`src/rtl/pacc_pkg.sv`:
```
package pacc_pkg;

  // per-slice control produced by the pairing logic
  typedef struct packed {
    logic step;  // advance request
    logic wrap;  // at max: wrap to zero instead of saturating
    logic seed;  // value of the first count of a new window
  } slice_ctl_t;

endpackage

```
`src/rtl/pacc_edge.sv`:
```
module pacc_edge #(
  parameter int unsigned NUM_CH = 4
) (
  input  logic              clk_i,
  input  logic              rst_ni,
  input  logic [NUM_CH-1:0] line_i,
  input  logic [NUM_CH-1:0] rise_sel_i,
  output logic [NUM_CH-1:0] hit_o
);

  logic [NUM_CH-1:0] prev_q;

  always_ff @(posedge clk_i or negedge rst_ni) begin
    if (!rst_ni) prev_q <= '0;
    else         prev_q <= line_i;
  end

  for (genvar c = 0; c < NUM_CH; c++) begin : g_det
    assign hit_o[c] = rise_sel_i[c] ? (line_i[c] & ~prev_q[c])
                                    : (~line_i[c] & prev_q[c]);
  end

endmodule

```
`src/rtl/pacc_slice.sv`:
```
module pacc_slice
  import pacc_pkg::*;
#(
  parameter int unsigned CNT_W = 8
) (
  input  logic             clk_i,
  input  logic             rst_ni,
  input  logic             latch_i,
  input  slice_ctl_t       ctl_i,
  output logic [CNT_W-1:0] cnt_o,
  output logic             full_o,
  output logic             ovf_o,
  output logic [CNT_W-1:0] hold_o,
  output logic             hold_ovf_o
);

  localparam logic [CNT_W-1:0] CNT_MAX = '1;

  logic [CNT_W-1:0] cnt_q, hold_q;
  logic             ovf_q, hold_ovf_q;

  always_ff @(posedge clk_i or negedge rst_ni) begin
    if (!rst_ni) begin
      cnt_q      <= '0;
      hold_q     <= '0;
      ovf_q      <= 1'b0;
      hold_ovf_q <= 1'b0;
    end else if (latch_i) begin
      hold_q     <= cnt_q;
      hold_ovf_q <= ovf_q;
      cnt_q      <= CNT_W'(ctl_i.seed);
      ovf_q      <= 1'b0;
    end else if (ctl_i.step) begin
      if (cnt_q == CNT_MAX) begin
        if (ctl_i.wrap) cnt_q <= '0;
        else            ovf_q <= 1'b1;
      end else begin
        cnt_q <= cnt_q + 1'b1;
      end
    end
  end

  assign cnt_o      = cnt_q;
  assign full_o     = (cnt_q == CNT_MAX);
  assign ovf_o      = ovf_q;
  assign hold_o     = hold_q;
  assign hold_ovf_o = hold_ovf_q;

endmodule

```
`src/rtl/pacc_link.sv`:
```
module pacc_link
  import pacc_pkg::*;
#(
  parameter int unsigned NUM_CH = 4,
  localparam int unsigned NUM_PAIR = NUM_CH / 2
) (
  input  logic [NUM_CH-1:0]   hit_i,
  input  logic [NUM_CH-1:0]   full_i,
  input  logic [NUM_PAIR-1:0] pair_i,
  output slice_ctl_t          ctl_o [NUM_CH]
);

  for (genvar p = 0; p < NUM_PAIR; p++) begin : g_pair
    localparam int unsigned LO = 2 * p;
    localparam int unsigned HI = 2 * p + 1;

    always_comb begin
      if (pair_i[p]) begin
        // low byte holds at 0xFFFF so the overflow lands on the high slice
        ctl_o[LO].step = hit_i[LO] & ~(full_i[LO] & full_i[HI]);
        ctl_o[LO].wrap = 1'b1;
        ctl_o[LO].seed = hit_i[LO];
        ctl_o[HI].step = hit_i[LO] & full_i[LO];
        ctl_o[HI].wrap = 1'b0;
        ctl_o[HI].seed = 1'b0;
      end else begin
        ctl_o[LO].step = hit_i[LO];
        ctl_o[LO].wrap = 1'b0;
        ctl_o[LO].seed = hit_i[LO];
        ctl_o[HI].step = hit_i[HI];
        ctl_o[HI].wrap = 1'b0;
        ctl_o[HI].seed = hit_i[HI];
      end
    end
  end

endmodule

```
`src/rtl/pacc_regmux.sv`:
```
module pacc_regmux #(
  parameter int unsigned NUM_CH = 4,
  parameter int unsigned CNT_W  = 8,
  parameter int unsigned ADDR_W = 4
) (
  input  logic [ADDR_W-1:0]             rd_addr_i,
  input  logic [NUM_CH-1:0][CNT_W-1:0]  live_i,
  input  logic [NUM_CH-1:0][CNT_W-1:0]  hold_i,
  input  logic [NUM_CH-1:0]             ovf_i,
  input  logic [NUM_CH-1:0]             hold_ovf_i,
  output logic [CNT_W-1:0]              rd_data_o
);

  localparam logic [ADDR_W-1:0] ADDR_OVF  = ADDR_W'(2 * NUM_CH);
  localparam logic [ADDR_W-1:0] ADDR_HOVF = ADDR_W'(2 * NUM_CH + 1);

  always_comb begin
    rd_data_o = '0;
    for (int c = 0; c < NUM_CH; c++) begin
      if (rd_addr_i == ADDR_W'(c))          rd_data_o = live_i[c];
      if (rd_addr_i == ADDR_W'(c + NUM_CH)) rd_data_o = hold_i[c];
    end
    if (rd_addr_i == ADDR_OVF)  rd_data_o = CNT_W'(ovf_i);
    if (rd_addr_i == ADDR_HOVF) rd_data_o = CNT_W'(hold_ovf_i);
  end

endmodule

```
`src/rtl/pacc_bank.sv`:
```
module pacc_bank
  import pacc_pkg::*;
#(
  parameter int unsigned NUM_CH = 4,
  parameter int unsigned CNT_W  = 8,
  parameter int unsigned ADDR_W = 4,
  localparam int unsigned NUM_PAIR = NUM_CH / 2
) (
  input  logic                clk_i,
  input  logic                rst_ni,
  input  logic [NUM_CH-1:0]   line_i,
  input  logic [NUM_CH-1:0]   rise_sel_i,
  input  logic [NUM_PAIR-1:0] pair_i,
  input  logic                latch_i,
  input  logic [ADDR_W-1:0]   rd_addr_i,
  output logic [CNT_W-1:0]    rd_data_o
);

  logic [NUM_CH-1:0]            hit;
  logic [NUM_CH-1:0]            full;
  logic [NUM_CH-1:0]            ovf_live;
  logic [NUM_CH-1:0]            ovf_hold;
  logic [NUM_CH-1:0][CNT_W-1:0] live_cnt;
  logic [NUM_CH-1:0][CNT_W-1:0] hold_cnt;
  slice_ctl_t                   ctl [NUM_CH];

  pacc_edge #(.NUM_CH(NUM_CH)) i_edge (
    .clk_i      (clk_i),
    .rst_ni     (rst_ni),
    .line_i     (line_i),
    .rise_sel_i (rise_sel_i),
    .hit_o      (hit)
  );

  pacc_link #(.NUM_CH(NUM_CH)) i_link (
    .hit_i  (hit),
    .full_i (full),
    .pair_i (pair_i),
    .ctl_o  (ctl)
  );

  for (genvar c = 0; c < NUM_CH; c++) begin : g_slice
    pacc_slice #(.CNT_W(CNT_W)) i_slice (
      .clk_i      (clk_i),
      .rst_ni     (rst_ni),
      .latch_i    (latch_i),
      .ctl_i      (ctl[c]),
      .cnt_o      (live_cnt[c]),
      .full_o     (full[c]),
      .ovf_o      (ovf_live[c]),
      .hold_o     (hold_cnt[c]),
      .hold_ovf_o (ovf_hold[c])
    );
  end

  pacc_regmux #(
    .NUM_CH (NUM_CH),
    .CNT_W  (CNT_W),
    .ADDR_W (ADDR_W)
  ) i_regmux (
    .rd_addr_i  (rd_addr_i),
    .live_i     (live_cnt),
    .hold_i     (hold_cnt),
    .ovf_i      (ovf_live),
    .hold_ovf_i (ovf_hold),
    .rd_data_o  (rd_data_o)
  );

endmodule

```
`config.mk`:
```
export PLATFORM = sky130hd
export DESIGN_NAME = pacc_bank
export DESIGN_NICKNAME = d
export VERILOG_FILES = /design/src/rtl/pacc_pkg.sv /design/src/rtl/pacc_edge.sv /design/src/rtl/pacc_slice.sv /design/src/rtl/pacc_link.sv /design/src/rtl/pacc_regmux.sv /design/src/rtl/pacc_bank.sv
export SDC_FILE = /design/constraint.sdc
export NUM_CORES = 1
export LEC_CHECK = 0
export CORE_AREA = 4 4 99 101
export CTS_BUF_LIST = sky130_fd_sc_hd__clkbuf_8
export CTS_CLUSTER_DIAMETER = 120
export CTS_CLUSTER_SIZE = 14
export DETAILED_ROUTE_END_ITERATION = 6
export DIE_AREA = 0 0 103 105
export GPL_TIMING_DRIVEN = 0
export MAX_ROUTING_LAYER = met4
export PLACE_DENSITY = 0.73
export SYNTH_ARGS = -nofsm -noshare
export SYNTH_HDL_FRONTEND = slang
export SYNTH_HIERARCHICAL = 1
export SYNTH_SLANG_ARGS = --single-unit
export TNS_END_PERCENT = 20
```
`constraint.sdc`:
```
create_clock -name clk_i -period 2.6 [get_ports clk_i]
set_clock_uncertainty 0.15 [all_clocks]
set_input_delay 0.52 -clock clk_i [delete_from_list [all_inputs] [get_ports clk_i]]
set_output_delay 0.52 -clock clk_i [all_outputs]
set_load 0.02 [all_outputs]
```
==> flow_summary.yaml, run 1 <==
yosys:
  syn_avg_cell_area_um2: 10.8
  syn_area_mm2: 0.00483
  ys_seq_elements: 76
  synth-edff-count: 0
  synthArstFlopShare: 1.00
  ys_seq_area_frac: 0.393
  yosys.area_share.simple: 0.184
  synth.distinct_cells: 58
  synth_compound_area_frac: 0.191
  yosys_warnings: 6
  synth_fa_ha_area_frac: 0.0104
  synth_flop_cell: "dfrtp_1"
  syn_inst: 446
  muxShareOfSynthArea: 0.151
  synth_top_family_by_area: "compound AO/OA/AOI/OAI gates"
  synth_xor_xnor_area_share: 0
power:
  leakagePower_nw: 2.33
  p_per_area_mw_per_mm2: 442
  comb_power_share: 0.147
  p_int_mw: 1.84
  swShare: 0.259
  vdd_drop_max_mv: 0.215
  p_sw_mw: 0.642
  p_seq_frac: 0.504
  power.share.clock: 0.348
worst_setup_path:
  start_kind: "input port"
  critPathKind: "in -> out"
  cp_common_cell: "buf_6"
  crit_path_cell_trace: "clkbuf_4, buf_6, or3b_4, a32oi_2, a221oi_2, o22ai_2, buf_6"
  rr_worst_depth: 9
  critPathRequiredTime_ps: 1930
  endpoint_kind: "primary output"
  cpPeakStageDelay_ps: 380
  critPathArrivalTime_ps: 1940
  path_max_fanout: 7
  cpMaxStageDelayCell: "or3b_4"
sta:
  relSlewSlack: 0.580
  period_share: 1.00
  fin_ws_ps: -5.81
  hold_ws_ps: 358
  final-setup-viol-count: 1
  rsz0062_at_grt: "yes"
  fmax_mhz: 384
  tightest_slew_ps: 628
  finalHoldViolCount: 0
  finalMaxSlewViolations: 0
  period_minus_slack_ps: 2610
grt:
  grt_max_degree: 43
  gr-usage-all-layers: 0.221
  grt_pass1_vias: 3552
  grt_pass1_wl_um: 18400
  antenna_found_initial: 0
  grt_overflow: 0
placement:
  gp_congestion: 0.870
  dp_cells: 582
  numPortBuffers: 23
  dp_slack_ps: -959
  placed_area_mm2: 0.00522
  dp_hpwl_um: 8040
clocking:
  cts_buffers: 9
  cts_tree: "built"
  h-tree-depth: 3
  clockBufferDepth: 2
  clkLatencyLatePin_ps: 350
  cts.sinks: 76
  clk_pin_slew_ps: 70
  cts_root_buffer: "clkbuf_8"
route:
  wl_met3_um: 450
  vias: 3820
  firstDrtPassIters: 5
  wl_met1_um: 5450
  routed.top_layer: "met4"
  route.met2.wl_um: 5180
  wirelength_um: 11400
  drc: 0
  viasPerCell: 6.29
  wl_per_cell_um: 18.7
  antenna_left: 0
  drt_iter0_markers: 205
worst_hold_path:
  hold_depth: 1
  holdCritPathClass: "reg -> reg"
die:
  dieArea_mm2: 0.0108
  die_h_um: 105
  core_area_mm2: 0.00902
  io_pins: 25
  die_w_um: 103
  initial_utilization: 0.536
  rows: 35
cells_and_area:
  fin_nets: 513
  syn_to_final_growth_pct: 16.0
  final_util: 0.621
  final-instance-count-excl-fill: 607
  final_cell_area_mm2: 0.00561
  drive_gt1_frac: 0.345
  diodes: 0
run:
  cap_violations: 0
status:
  outcome: "finished, violations left"
  failed_checks: "negative setup slack"
[power by group through the flow]
stage | clock (mW) | sequential (mW) | combinational [mW]
global route | 0.939 | 1.25 | 0.397
floorplan | 0 | 1.26 | 0.211
CTS | 0.895 | 1.25 | 0.347
detailed placement | 0 | 1.27 | 0.325
finish | 0.863 | 1.25 | 0.365
global placement | 0 | 1.27 | 0.318
[per-stage QoR]
step | TNS, ps | power, mW
2_1_floorplan | 0 | 1.47
3_3_place_gp | -145590 | 1.59
3_5_place_dp | -7150 | 1.60
4_1_cts | -131 | 2.49
5_1_grt | -68.0 | 2.59
6_report | -5.81 | 2.48
[layout by cell type, fill, tap and decap left out, drive strengths merged, types with 14 or more instances in the layout]
master,netlist,final
mux2i,18,18
dfrtp,76,76
mux2,37,37
nand4,17,17
nand2b,18,18
buf,16,35
a21oi,26,26
inv,16,18
nor2,21,21
a2111oi,16,16
clkbuf,21,31
a211oi,14,14
[worst paths after layout]
kind,from,slack (ps),endpoint
setup / recovery,rd_addr_i[0],-6,rd_data_o[0]
hold reg to reg,g_slice[3].i_slice/hold_ovf_o,360,g_slice[3].i_slice/hold_ovf_o
hold / removal,g_slice[3].i_slice/hold_ovf_o,360,g_slice[3].i_slice/hold_ovf_o
max in group asynchronous,rst_ni,1190,g_slice[1].i_slice/cnt_o[0]
min in group asynchronous,rst_ni,520,i_edge/prev_q[2]
setup reg to reg,g_slice[2].i_slice/cnt_o[0],110,g_slice[3].i_slice/cnt_o[3]
[flip-flops by register name, summed over array words and instances, names as in the netlist]
signal,cells
g_slice.i_slice/hold_ovf_o,4
g_slice.i_slice/ovf_o,4
g_slice.i_slice/cnt_o,32
i_edge/prev_q,4
g_slice.i_slice/hold_o,32
[logic make-up after synthesis]
group / count (synthesis)
AO/OA/AOI/OAI: 116
adder cells (fa/ha/maj): 4
buffers and inverters: 53
flip-flops: 76
multiplexers: 61
other: 1
AND/OR/NAND/NOR: 135
[critical path: cells and delay by family]
family,cells,cell delay [ps]
AO/OA/AOI/OAI,3,560
buffers and inverters,3,460
AND/OR/NAND/NOR,1,380
[metal layers]
layer | vias up | track usage
met3 | 21 | 0.0287
met2 | 81 | 0.294
met1 | 1908 | 0.335
met4 | 0 | 0.0962
met5 | - | -
li1 | 1810 | -
[cell usage after synthesis, types with 9 or more instances]
master	n	area, um2
a211oi_1	14	105
a21oi_1	26	130
buf_2	9	45.0
clkbuf_1	12	45.0
clkbuf_8	9	124
dfrtp_1	76	1900
inv_1	16	60.1
mux2_2	37	417
mux2i_1	18	180
nand2_1	11	41.3
nand2b_1	18	113
nand3_1	9	45.0
nand4_1	13	81.3
nor2_1	21	78.8
[area by class of cell]
| cell class | count | area [um2] |
|---|---|---|
| tap | 111 | 139 |
| fill | 731 | 3420 |
| timing repair buffer | 34 | 298 |
| clock buffer | 10 | 138 |
| sequential | 76 | 1910 |
| inverter | 16 | 63.8 |
| buffer | 37 | 282 |
| multi-input combinational | 318 | 2730 |
| clock inverter | 5 | 46.3 |
[timing repair]
| action | in CTS | in global routing |
|---|---|---|
| setup buffers | 4 | 4 |
| hold buffers | 1 | 0 |
| cloned | 1 | 0 |
| hold endpoints to repair | 34 | 0 |
| pin swaps | 5 | 3 |
| endpoints found under the setup margin | 8 | 20 |
| resized for setup | 59 | 29 |
(Power assumes the default switching activity.)
==> run 2, diff against run 1 <==
--- a/config.mk
+++ b/config.mk
@@ -11,7 +11,7 @@
 export CTS_CLUSTER_SIZE = 14
 export DETAILED_ROUTE_END_ITERATION = 6
 export DIE_AREA = 0 0 103 105
-export GPL_TIMING_DRIVEN = 0
+export GPL_TIMING_DRIVEN = 1
 export MAX_ROUTING_LAYER = met4
 export PLACE_DENSITY = 0.73
 export SYNTH_ARGS = -nofsm -noshare
==> run 2 against run 1 <==
The flow now finishes without violations. Critical path depth is 1 higher. Die area is the same. Final area increased by 2.3%. Flip-flop and latch count unchanged. Sequential power about the same. Sequential share of layout area shrank 0.97 points. Routed wire length is 6.6% higher. Clock-buffer cell count is 1 higher.
==> flow_summary.yaml, run 2 (same netlist as run 1, synthesis figures left out) <==
status:
  outcome: "completed"
clocking:
  cts_hold_buf: 0
  clockBufferDepth: 2
  clk_pin_slew_ps: 80
  h-tree-depth: 3
  cts_root_buffer: "clkbuf_8"
  cts.sinks: 76
  cts_tree: "built"
  cts_buffers: 9
  clkLatencyLatePin_ps: 360
grt:
  grt_pass1_vias: 3825
  antenna_found_initial: 0
  grt_pass1_wl_um: 20000
  grt.met3_usage: 0.0547
  grt_util_met2: 0.346
  busiest_layer: "met1"
  grt_overflow: 0
  gr-usage-all-layers: 0.242
  grtUsageMet1: 0.347
  grt_max_degree: 89
placement:
  dp_hpwl_um: 8160
  gp_congestion: 0.932
  dp_slack_ps: -912
  numPortBuffers: 24
  placed_area_mm2: 0.00541
cells_and_area:
  fin_nets: 532
  seqCellArea_mm2: 0.00190
  final_cell_area_mm2: 0.00573
  multi_input_area_mm2: 0.00270
  filler_cell_count: 710
  drive_gt1_frac: 0.384
  syn_to_final_growth_pct: 18.6
  final_util: 0.635
  layout_common_cells: "dfrtp_1, buf_4, mux2_2, a21oi_1, nor2_1"
  mostFrequentLayoutCell: "dfrtp_1"
  diodes: 0
route:
  drt_iter0_markers: 312
  drc: 0
  wl_per_cell_um: 19.4
  viasPerCell: 6.37
  antenna_left: 0
  vias: 3987
  firstDrtPassIters: 6
  wirelength_um: 12100
die:
  initial_utilization: 0.536
  die_w_um: 103
  core_area_mm2: 0.00902
  dieArea_mm2: 0.0108
  rows: 35
  die_h_um: 105
  io_pins: 25
power:
  p_per_area_mw_per_mm2: 426
  comb_power_share: 0.158
  p_sw_mw: 0.663
  p_int_mw: 1.78
  swShare: 0.271
  power.share.clock: 0.333
  leakagePower_nw: 2.48
  p_seq_frac: 0.509
  vdd_drop_max_mv: 0.226
sta:
  period_share: 0.997
  period_minus_slack_ps: 2590
  rsz0062_at_grt: "yes"
  tightest_slew_ps: 708
  finalHoldViolCount: 0
  fin_ws_ps: 7.04
  finalMaxSlewViolations: 0
  fmax_mhz: 386
  final-setup-viol-count: 0
  relSlewSlack: 0.528
worst_setup_path:
  endpoint_kind: "primary output"
  critPathRequiredTime_ps: 1930
  path_max_fanout: 10
  critPathArrivalTime_ps: 1920
  start_kind: "input port"
  reg2reg_slack_ps: 140
  critPathKind: "in -> out"
run:
  cap_violations: 0
worst_hold_path:
  holdCritPathClass: "in -> async"
[run 2: stage by stage]
step / hold slack (ps) / cells / total power, mW / setup TNS, ps
2_1_floorplan: 74.4 / 447 / 1.47 / 0
3_3_place_gp: 336 / 605 / 1.61 / -6740
3_5_place_dp: 341 / 605 / 1.61 / -7150
4_1_cts: 82.3 / 624 / 2.43 / -3.62
5_1_grt: 110 / 626 / 2.54 / -8.51
6_report: 55.6 / 626 / 2.44 / 0
[run 2: routing by layer]
metal  vias up  share of wire
li1       1854              -
met1      1993           0.45
met2       119           0.48
met3        21          0.056
met4         0          0.017
met5         -              0
[run 2: worst max-delay path, cell delays in order]
cell and delay [ps]:
buf_4 110, bufbuf_16 280, buf_6 150, nand4b_1 140, a32oi_2 210, a221oi_2 90, o22ai_1 230, buf_4 180
[run 2: worst paths after layout]
path,from,endpoint,depth (start not counted)
worst max register to register,g_slice[2].i_slice/cnt_o[0],g_slice[3].i_slice/cnt_o[6],7
worst min-delay path,rst_ni,g_slice[2].i_slice/cnt_o[6],1
worst min register to register,g_slice[3].i_slice/hold_o[1],g_slice[3].i_slice/hold_o[1],1
worst max-delay path,rd_addr_i[0],rd_data_o[1],8
max in group asynchronous,rst_ni,g_slice[0].i_slice/hold_ovf_o,2
min in group clk_i,g_slice[3].i_slice/hold_o[1],g_slice[3].i_slice/hold_o[1],1
[run 2: final cells by class]
| type | count | area share |
|---|---|---|
| clock buffer | 11 | 0.0264 |
| inverter | 16 | 0.0105 |
| clock inverter | 4 | 0.00306 |
| timing repair buffer | 90 | 0.132 |
| sequential | 76 | 0.332 |
| multi-input combinational | 318 | 0.472 |
| tap | 111 | 0.0242 |
[run 2: power groups by stage]
stage	clock [mW]	combinational, mW	sequential, mW
4_1_cts	0.818	0.369	1.24
6_report	0.814	0.386	1.24
2_1_floorplan	0	0.211	1.26
5_1_grt	0.874	0.420	1.25
3_5_place_dp	0	0.351	1.26
3_3_place_gp	0	0.342	1.26
[run 2: what timing repair did]
item	in CTS	in global routing
cloned	1	1
pin swaps	6	6
setup endpoints to repair	8	16
gates resized for setup	65	21
buffers inserted	3	1
